**src/rtl/uft_pkg.sv**
```systemverilog
package uft_pkg;

   typedef enum logic [2:0] {
      ST_IDLE  = 3'd0,
      ST_START = 3'd1,
      ST_DATA  = 3'd2,
      ST_PAR   = 3'd3,
      ST_STOP  = 3'd4,
      ST_BRK   = 3'd5
   } tx_state_t;

   typedef enum logic [1:0] {
      PAR_NONE  = 2'd0,
      PAR_EVEN  = 2'd1,
      PAR_ODD   = 2'd2,
      PAR_FORCE = 2'd3
   } par_mode_t;

endpackage

```
**src/rtl/uft_hold.sv**
```systemverilog
// One-character holding stage in front of the shift engine.
module uft_hold #(
   parameter int DATA_W = 8
) (
   input  logic              clk,
   input  logic              rst_n,
   input  logic              load,
   input  logic              take,
   input  logic [DATA_W-1:0] din,
   output logic [DATA_W-1:0] dout,
   output logic              full
);

   always_ff @(posedge clk or negedge rst_n) begin
      if (!rst_n) begin
         full <= 1'b0;
         dout <= '0;
      end else if (load) begin
         full <= 1'b1;
         dout <= din;
      end else if (take) begin
         full <= 1'b0;
      end
   end

endmodule

```
**src/rtl/uft_bit_timer.sv**
```systemverilog
// Counts ticks inside one frame segment and flags the segment's last tick.
module uft_bit_timer #(
   parameter int OVS    = 16,
   parameter int STOP_W = 5,
   localparam int CNT_W = $clog2(2 * OVS)
) (
   input  logic              clk,
   input  logic              rst_n,
   input  logic              tick,
   input  logic              os16,
   input  logic              in_stop,
   input  logic              clr,
   input  logic [STOP_W-1:0] stop_ext,
   output logic              done
);

   logic [CNT_W-1:0] cnt_q;
   logic [CNT_W-1:0] lim;
   logic [CNT_W-1:0] ext_sat;

   always_comb begin
      ext_sat = (stop_ext > STOP_W'(OVS)) ? CNT_W'(OVS) : CNT_W'(stop_ext);
      if (os16) begin
         lim = in_stop ? (CNT_W'(OVS - 1) + ext_sat) : CNT_W'(OVS - 1);
      end else begin
         lim = (in_stop && (stop_ext >= STOP_W'(OVS))) ? CNT_W'(1) : '0;
      end
      done = tick && (cnt_q == lim);
   end

   always_ff @(posedge clk or negedge rst_n) begin
      if (!rst_n)    cnt_q <= '0;
      else if (clr)  cnt_q <= '0;
      else if (tick) cnt_q <= done ? '0 : cnt_q + CNT_W'(1);
   end

endmodule

```
**src/rtl/uft_ser_fsm.sv**
```systemverilog
// Frame sequencer: start, data, parity, stop and break segments.
module uft_ser_fsm
   import uft_pkg::*;
#(
   parameter int DATA_W   = 8,
   parameter int MIN_BITS = 5,
   parameter int LEN_W    = 2,
   parameter int BIT_W    = 4
) (
   input  logic              clk,
   input  logic              rst_n,
   input  logic              can_start,
   input  logic              brk_req,
   input  logic [DATA_W-1:0] hold_data,
   input  logic [LEN_W-1:0]  char_len,
   input  logic [1:0]        par_mode,
   input  logic              par_level,
   input  logic              bit_done,
   output tx_state_t         state_q,
   output logic              take,
   output logic              seg_chg,
   output logic              stop_end,
   output logic              line_bit
);

   tx_state_t         state_d;
   logic [DATA_W-1:0] shreg;
   logic [DATA_W-1:0] mask;
   logic [DATA_W-1:0] masked;
   logic [BIT_W-1:0]  bitcnt;
   logic [BIT_W-1:0]  nbits;
   logic              par_q;
   logic              par_nx;
   logic              par_en;

   always_comb begin
      nbits = BIT_W'(MIN_BITS) + BIT_W'(char_len);
      for (int i = 0; i < DATA_W; i++) begin
         mask[i] = (i < int'(nbits));
      end
      masked = hold_data & mask;
      par_en = (par_mode_t'(par_mode) != PAR_NONE);
      case (par_mode_t'(par_mode))
         PAR_EVEN:  par_nx = ^masked;
         PAR_ODD:   par_nx = ~^masked;
         PAR_FORCE: par_nx = par_level;
         default:   par_nx = 1'b0;
      endcase
   end

   always_comb begin
      state_d  = state_q;
      take     = 1'b0;
      stop_end = 1'b0;
      case (state_q)
         ST_IDLE: begin
            if (brk_req) begin
               state_d = ST_BRK;
            end else if (can_start) begin
               state_d = ST_START;
               take    = 1'b1;
            end
         end
         ST_START: if (bit_done) state_d = ST_DATA;
         ST_DATA: begin
            if (bit_done && (bitcnt == nbits - BIT_W'(1))) begin
               state_d = par_en ? ST_PAR : ST_STOP;
            end
         end
         ST_PAR: if (bit_done) state_d = ST_STOP;
         ST_STOP: begin
            if (bit_done) begin
               state_d  = ST_IDLE;
               stop_end = 1'b1;
            end
         end
         ST_BRK: if (!brk_req) state_d = ST_STOP;
         default: state_d = ST_IDLE;
      endcase
      seg_chg = (state_d != state_q);
   end

   always_ff @(posedge clk or negedge rst_n) begin
      if (!rst_n) begin
         state_q <= ST_IDLE;
         shreg   <= '0;
         par_q   <= 1'b0;
         bitcnt  <= '0;
      end else begin
         state_q <= state_d;
         if (take) begin
            shreg  <= masked;
            par_q  <= par_nx;
            bitcnt <= '0;
         end else if ((state_q == ST_DATA) && bit_done) begin
            shreg  <= shreg >> 1;
            bitcnt <= bitcnt + BIT_W'(1);
         end
      end
   end

   always_comb begin
      case (state_q)
         ST_START: line_bit = 1'b0;
         ST_DATA:  line_bit = shreg[0];
         ST_PAR:   line_bit = par_q;
         ST_BRK:   line_bit = 1'b0;
         default:  line_bit = 1'b1;
      endcase
   end

endmodule

```
**src/rtl/uft_tx.sv**
```systemverilog
module uft_tx
   import uft_pkg::*;
#(
   parameter int  DATA_W   = 8,
   parameter int  MIN_BITS = 5,
   parameter int  OVS      = 16,
   parameter bit  CTS_GATE = 1'b1,
   localparam int LEN_W    = $clog2(DATA_W - MIN_BITS + 1),
   localparam int STOP_W   = $clog2(OVS + 1),
   localparam int BIT_W    = $clog2(DATA_W + 1)
) (
   input  logic              clk,
   input  logic              rst_n,
   input  logic              tick,
   input  logic              os16,
   input  logic              tx_en,
   input  logic              wr_stb,
   input  logic [DATA_W-1:0] wr_data,
   input  logic [LEN_W-1:0]  char_len,
   input  logic [1:0]        par_mode,
   input  logic              par_level,
   input  logic [STOP_W-1:0] stop_ext,
   input  logic              break_cmd,
   input  logic              loop_local,
   input  logic              cts_gate_en,
   input  logic              cts_n,
   input  logic              rts_auto_en,
   input  logic              rts_on,
   input  logic              rts_off,
   output logic              txd,
   output logic              tx_rdy,
   output logic              tx_empty,
   output logic              rts_n
);

   localparam int SPAN = DATA_W - MIN_BITS + 1;

   if (OVS < 2 || (OVS & (OVS - 1)) != 0) begin : g_bad_ovs
      $error("uft_tx: OVS must be a power of two of at least 2");
   end
   if (MIN_BITS < 1 || DATA_W <= MIN_BITS || (SPAN & (SPAN - 1)) != 0) begin : g_bad_len
      $error("uft_tx: DATA_W - MIN_BITS + 1 must be a power of two of at least 2");
   end

   tx_state_t         fsm_state;
   logic [DATA_W-1:0] hold_data;
   logic              hold_full;
   logic              load;
   logic              take;
   logic              seg_chg;
   logic              stop_end;
   logic              line_bit;
   logic              bit_done;
   logic              cts_ok;
   logic              can_start;
   logic              rts_act;

   if (CTS_GATE) begin : g_cts
      assign cts_ok = !cts_gate_en || !cts_n;
   end else begin : g_nocts
      assign cts_ok = 1'b1;
   end

   assign load      = wr_stb && tx_en && !hold_full;
   assign can_start = hold_full && tx_en && cts_ok;

   uft_hold #(.DATA_W(DATA_W)) u_hold (
      .clk  (clk),
      .rst_n(rst_n),
      .load (load),
      .take (take),
      .din  (wr_data),
      .dout (hold_data),
      .full (hold_full)
   );

   uft_bit_timer #(.OVS(OVS), .STOP_W(STOP_W)) u_timer (
      .clk     (clk),
      .rst_n   (rst_n),
      .tick    (tick),
      .os16    (os16),
      .in_stop (fsm_state == ST_STOP),
      .clr     (seg_chg),
      .stop_ext(stop_ext),
      .done    (bit_done)
   );

   uft_ser_fsm #(
      .DATA_W  (DATA_W),
      .MIN_BITS(MIN_BITS),
      .LEN_W   (LEN_W),
      .BIT_W   (BIT_W)
   ) u_fsm (
      .clk      (clk),
      .rst_n    (rst_n),
      .can_start(can_start),
      .brk_req  (break_cmd),
      .hold_data(hold_data),
      .char_len (char_len),
      .par_mode (par_mode),
      .par_level(par_level),
      .bit_done (bit_done),
      .state_q  (fsm_state),
      .take     (take),
      .seg_chg  (seg_chg),
      .stop_end (stop_end),
      .line_bit (line_bit)
   );

   always_ff @(posedge clk or negedge rst_n) begin
      if (!rst_n)                                   rts_act <= 1'b0;
      else if (rts_on)                              rts_act <= 1'b1;
      else if (rts_off)                             rts_act <= 1'b0;
      else if (rts_auto_en && stop_end && !hold_full) rts_act <= 1'b0;
   end

   assign txd      = loop_local | line_bit;
   assign tx_rdy   = tx_en && !hold_full;
   assign tx_empty = !hold_full && (fsm_state == ST_IDLE);
   assign rts_n    = !rts_act;

endmodule

```
**config.mk**
```make
export PLATFORM = sky130hd
export DESIGN_NAME = uft_tx
export DESIGN_NICKNAME = d
export VERILOG_FILES = /design/src/rtl/uft_pkg.sv /design/src/rtl/uft_hold.sv /design/src/rtl/uft_bit_timer.sv /design/src/rtl/uft_ser_fsm.sv /design/src/rtl/uft_tx.sv
export SDC_FILE = /design/constraint.sdc
export NUM_CORES = 1
export LEC_CHECK = 0
export BUFFER_PORTS_ARGS = -buffer_cell sky130_fd_sc_hd__clkbuf_2
export CORE_AREA = 2 2 61 63
export DETAILED_ROUTE_END_ITERATION = 16
export DIE_AREA = 0 0 63 65
export PLACE_DENSITY = 0.82
export SETUP_SLACK_MARGIN = 0.3
export SYNTH_ARGS = -nofsm -noshare
export SYNTH_HDL_FRONTEND = slang
export SYNTH_HIERARCHICAL = 1
export SYNTH_SLANG_ARGS = --single-unit
```
**constraint.sdc**
```tcl
create_clock -name clk -period 9.18 [get_ports clk]
set_input_delay 1.836 -clock clk [delete_from_list [all_inputs] [get_ports clk]]
set_output_delay 1.836 -clock clk [all_outputs]
set_load 0.01 [all_outputs]
```
### Word level (Yosys, flattened, before mapping)

Cells that the tools add are included.

* register bits: 31
* input port bits: 31
* output and inout port bits: 4
* word-level logic and storage cells: 94

* add/subtract/negate cells: 5
* magnitude comparators: 10
* equal/unequal tests: 11
* muxes and demuxes: 32
* bitwise gates (word level): 2
* reduce and logical (&&, ||, !) cells: 26

Operators with widths (number)
* 2-to-1 mux 5 bit: 6
* 2-to-1 mux 3 bit: 8
* case mux 3 bit (6 select lines): 1
* < comparator 3 x 4 -> 1 bit (first input constant): 4
* 2-to-1 mux 8 bit: 2
* logical AND 1 bit: 12
* 2-to-1 mux 1 bit: 11
* bitwise AND 8 bit: 1
* < comparator 1 x 4 -> 1 bit (first input constant): 2
* < comparator 2 x 4 -> 1 bit (first input constant): 2
* 2-to-1 mux 4 bit: 2
* nonzero test 2 bit: 4
* XNOR reduction 8 bit: 1
* parity 8 bit: 1
* == test 3 x 2 -> 1 bit (second input constant): 2
* == test 3 bit (second input constant): 2
* case mux 1 bit (3 select lines): 2
* adder 4 x 5 -> 5 bit (first input constant): 1
* adder 5 x 1 -> 5 bit (second input constant): 1
* == test 5 bit: 1
* greater-or-equal comparator 5 bit (second input constant): 1
* > comparator 5 bit (second input constant): 1
* adder 3 x 2 -> 4 bit (first input constant): 1
* adder 4 x 1 -> 4 bit (second input constant): 1
* 12 further kinds: 16

### Longest topological paths before layout

* depth after elaboration: 14
* mapped depth: 12
* mapped depth without buffers: 12

### By module

The synthesis kept the hierarchy.

By module, submodules not included
* uft_ser_fsm: times used 1, cells an instance 108, area each 1014.7 µm², sequential area each 400.4 µm²
* uft_bit_timer: times used 1, cells an instance 57, area each 486.7 µm², sequential area each 125.1 µm²
* uft_hold: times used 1, cells an instance 20, area each 369.1 µm², sequential area each 225.2 µm²
* uft_tx: times used 1, cells an instance 12, area each 95.1 µm², sequential area each 25.0 µm²

### Worst setup path before layout

Ideal clock, no wire load.

* kind: input-to-reg
* start point: input port stop_ext[4]
* end point: register u_timer.cnt_q[2]
* setup time: 0.101 ns
* arrival time: 4.342 ns
* data required time: 9.079 ns
* slack: 4.737 ns
* stages on the path: 12
* buffers on the path: 0
* cell sequence: nand2b_1 ha_1 a21boi_0 mux2i_1 nand4_2 nor3_2 and3b_1 nand3_1 o311ai_2 xnor2_1 nand2_1 nor4_1

* cells in the longest elaborated chain, start to end: 12
* elaborated cells on any way between the ends: 21
* those cells by class: add/sub: 1; order compare: 2; eq/ne: 2; mux: 12; reduce/logical: 4

RTL lines
* start: declaration: RTL line uft_tx.sv:22 `input logic [STOP_W-1:0] stop_ext,`
* > comparator 5 bit: RTL line uft_bit_timer.sv:22 `ext_sat = (stop_ext > STOP_W'(OVS)) ? CNT_W'(OVS) : CNT_W'(stop_ext);`
* 2-to-1 mux 5 bit: RTL line uft_bit_timer.sv:22
* adder 4 x 5 -> 5 bit: RTL line uft_bit_timer.sv:24 `lim = in_stop ? (CNT_W'(OVS - 1) + ext_sat) : CNT_W'(OVS - 1);`
* 2-to-1 mux 5 bit: RTL line uft_bit_timer.sv:24
* 2-to-1 mux 5 bit *: RTL line uft_bit_timer.sv:23 `if (os16) begin`
* == test 5 bit *: RTL line uft_bit_timer.sv:28 `done = tick && (cnt_q == lim);`
* logical AND 1 bit *: RTL line uft_bit_timer.sv:28
* via bit_done: RTL line uft_tx.sv:53 `logic bit_done;`
* logical AND 1 bit: RTL line uft_ser_fsm.sv:66 `if (bit_done && (bitcnt == nbits - BIT_W'(1))) begin`
* 2-to-1 mux 3 bit: RTL line uft_ser_fsm.sv:66
* case mux 3 bit (6 select lines) *: RTL line uft_ser_fsm.sv:55 `case (state_q)`
* via u_fsm.state_d[0]: RTL line uft_ser_fsm.sv:26 `tx_state_t state_d;`
* inequality test 3 bit *: RTL line uft_ser_fsm.sv:80 `seg_chg = (state_d != state_q);`
* via seg_chg: RTL line uft_tx.sv:50 `logic seg_chg;`
* 2-to-1 mux 5 bit or nonzero test 2 bit (tied branches)
* end signal: assignment: RTL line uft_bit_timer.sv:34 `else if (tick) cnt_q <= done ? '0 : cnt_q + CNT_W'(1);`
* end: declaration: RTL line uft_bit_timer.sv:17 `logic [CNT_W-1:0] cnt_q;`

Mark *: on every way through the listed nets, which the timed path passes. The rest lies on a longest branch. The select of a mux whose other input is x is not followed.
A chain may end at the register's enable or synchronous reset.

### Worst setup path in the final report

* start point: input port stop_ext[4]
* end point: register u_timer.cnt_q[3]

The elaborated chain is that of the path after synthesis.

==> results.yml <==
sta:
  setup_viol: 0
  fmax_ghz: 0.209
  fin_crit_sh_pct: 52.0
  finalSetupTns_ps: 0
  hold_viol_final: 0
  tightest_slew_ps: 902
  slew_headroom_pct: 39.8
  fin_skew_ps: 9.35
  rsz0062_at_grt: "no"
  finalCriticalPeriod_ps: 4780
  final_max_slew_viol_count: 0
routing:
  remaining_drc_errors: 0
  via_per_inst: 5.67
  wl_um: 4000
  firstDrtPassIters: 4
  post_drt_wl_per_cell_um: 14.3
  ant_nets: 0
  vias: 1588
  dr.first_iter.drc_count: 108
synthesis:
  ys_warn_count: 6
  ys_ff_latch: 31
  ys_async_sr_fraction_pct: 100
  synth.largest_area_cell: "dfrtp_1"
  synth_most_common_cell: "dfrtp_1"
  yosys.area_share.simple_pct: 22.1
  synth_top_area_share_pct: 39.5
  synth_nets: 231
  synth_area_sq_um: 1970
  synthXorXnorAreaFrac_pct: 8.15
  synth_fa_ha_area_share_pct: 1.91
  yosys-top-cells-count: "31 x dfrtp_1, 18 x nand2_1, 10 x nor2_1, 10 x xnor2_1, 9 x mux2_4"
  syn_inst: 197
  synth_mux_area_share_pct: 9.93
  ys_types: 57
  syn_area_per_cell_sq_um: 9.98
  synthTopCellsByArea: "dfrtp_1 39%, mux2_4 6.9%, xnor2_1 4.5%"
  synth-compound-area-share_pct: 14.7
  synthFlopType: "dfrtp_1"
  yosysSeqAreaShare_pct: 39.5
  synth_top_family_by_area: "simple AND/OR/NAND/NOR gates"
  synth_edf_count: 0
floorplanning:
  die-height_um: 65
  die-area_sq_um: 4100
  ioPinCount: 35
  initial_core_util_pct: 56.2
  dieWidth_um: 63
  core_area_sq_um: 3500
  num_rows: 22
placed_design:
  portBuffers: 34
  dpl_cell_area_sq_um: 2160
  gp_congestion: 0.857
  dp_hpwl_um: 2880
global_route:
  grt.total_usage_pct: 21.5
  grt_pass1_wl_um: 6820
  gr-total-overflow: 0
  grt_max_degree: 32
  antenna_found_initial: 0
  grt_pass1_vias: 1432
layout:
  nets: 265
  area_growth_pct: 12.2
  design_area_sq_um: 2210
  drive_gt1_share_pct: 27.2
  antenna_cells: 0
setup_path:
  cpMaxStageDelayCell: "nor3_2"
  crit_arrival_ps: 5000
  crit_required_ps: 9400
  crit_path_max_incr_delay_ps: 550
  criticalPathCategory: "input port to flop"
  cp_max_fo: 10
  endpoint_kind: "flop"
  crit_path_start_kind: "input port"
  cp_cell_sequence: "clkbuf_2, nand2b_1, ha_1, a21boi_0, mux2i_1, nand4_2, nor3_2, and3b_1, nand3_1, o311ai_2, xnor2_1, nand2_1, nor4_1"
power_and_ir_drop:
  peakVddDrop_uv: 181
  p_leak_nw: 0.995
  cellPowerDensity_nw_per_um2: 256
worst_hold_path:
  min_path_type: "flop to flop"
clock_tree:
  post_cts_buffers: 0
  clk_root_buffer_cell: "clkbuf_4"
  clkTransAtPathRegs_ps: 100
  tritoncts: "done"
  clockBufferDepth: 2
  ctsHtreeMaxLevel: 2
  cts_resized: 0
  cts_hold_repair.buffers: 0
  numCtsBuffers: 5
  clkSinkCount: 31
  clk_latency_ps: 330
job:
  max_cap_violations: 0
outcome:
  status: "completed"
[registers in the layout (all words and copies together), names as in the netlist]
signal         cells
u_fsm/state_q      3
u_hold/full        1
u_hold/dout        8
u_fsm/bitcnt       4
u_fsm/par_q        1
u_timer/cnt_q      5
rts_act            1
u_fsm/shreg        8
[report_power, final]
part           internal [mW]  switching (mW)  total (mW)  leakage, nW
sequential             0.183          0.0548       0.238        0.396
combinational          0.145           0.106       0.252        0.569
clock                 0.0298          0.0453      0.0751       0.0293
[layer usage]
metal / track usage (%) / up-vias / share of wire (%) / routed length, um
met3: 3.82 / 5 / 4.9 / 194
met5: 0 / - / 0 / 0
met2: 31.9 / 44 / 46 / 1850
met4: 7.50 / 0 / 0.73 / 29
li1: - / 778 / - / -
met1: 31.5 / 761 / 48 / 1920
[worst paths after layout]
check / start / end / slack (ps) / depth (start not counted)
max in group asynchronous: rst_n / u_fsm/shreg[7] / 7120 / 1
min in group asynchronous: rst_n / u_fsm/state_q[1] / 1570 / 1
worst min-delay path: u_fsm/par_q / u_fsm/par_q / 490 / 2
worst max register to register: u_fsm/state_q[2] / u_timer/cnt_q[3] / 5110 / 11
worst max-delay path: stop_ext[4] / u_timer/cnt_q[3] / 4400 / 13
worst min register to register: u_fsm/par_q / u_fsm/par_q / 490 / 2
[cells by family after synthesis]
group / Yosys count
and+or+nand+nor: 77
DFF: 31
AOI/OAI and AO/OA: 40
buffers and inverters: 16
xor gates and xnor gates: 15
muxes: 15
adders and majority gates: 3
[metrics by stage]
stage                     power, mW  instances  hold WS [ps]  setup WS (ps)  utilization (%)
after global placement        0.482        272           460           4380             61.7
final                         0.565        280           485           4400             63.1
after CTS                     0.565        280           489           4470             63.1
after global routing          0.603        280           527           4140             63.1
after detailed placement      0.490        272           469           4130             61.7
after floorplan               0.436        197           447           4740                -
[cell usage in the layout (no fill, tap or decap), drive strengths merged, types with 3 or more instances in the layout]
cell and count:
clkbuf 41, dfrtp 31, nand2 18, o21ai 13, nor2 11, xnor2 11, mux2 9, inv 9
a21oi 7, nor4 6, nand3 6, nand2b 6, mux2i 6, nor2b 5, nor3 4, o211ai 3
a21boi 3, ha 3, and3 3, and3b 3, nand4 3, xor2 3
[worst max-delay path: cells and delay by family]
family / cells / cell delay [ps]
adder cells (fa/ha/maj): 1 / 270
XOR/XNOR: 1 / 160
AO/OA/AOI/OAI: 2 / 600
multiplexers: 1 / 290
buffers and inverters: 1 / 150
AND/OR/NAND/NOR: 7 / 1690
[cell type report]
type / count / area, sq um
Multi-Input combinational cell: 150 / 1120
Inverter: 9 / 33.8
Fill cell: 311 / 1290
Sequential cell: 31 / 776
Tap cell: 48 / 60.1
Timing Repair Buffer: 34 / 170
Clock buffer: 7 / 45.0
Clock inverter: 1 / 5.00
No activity file was read; power rests on OpenSTA's default activity.
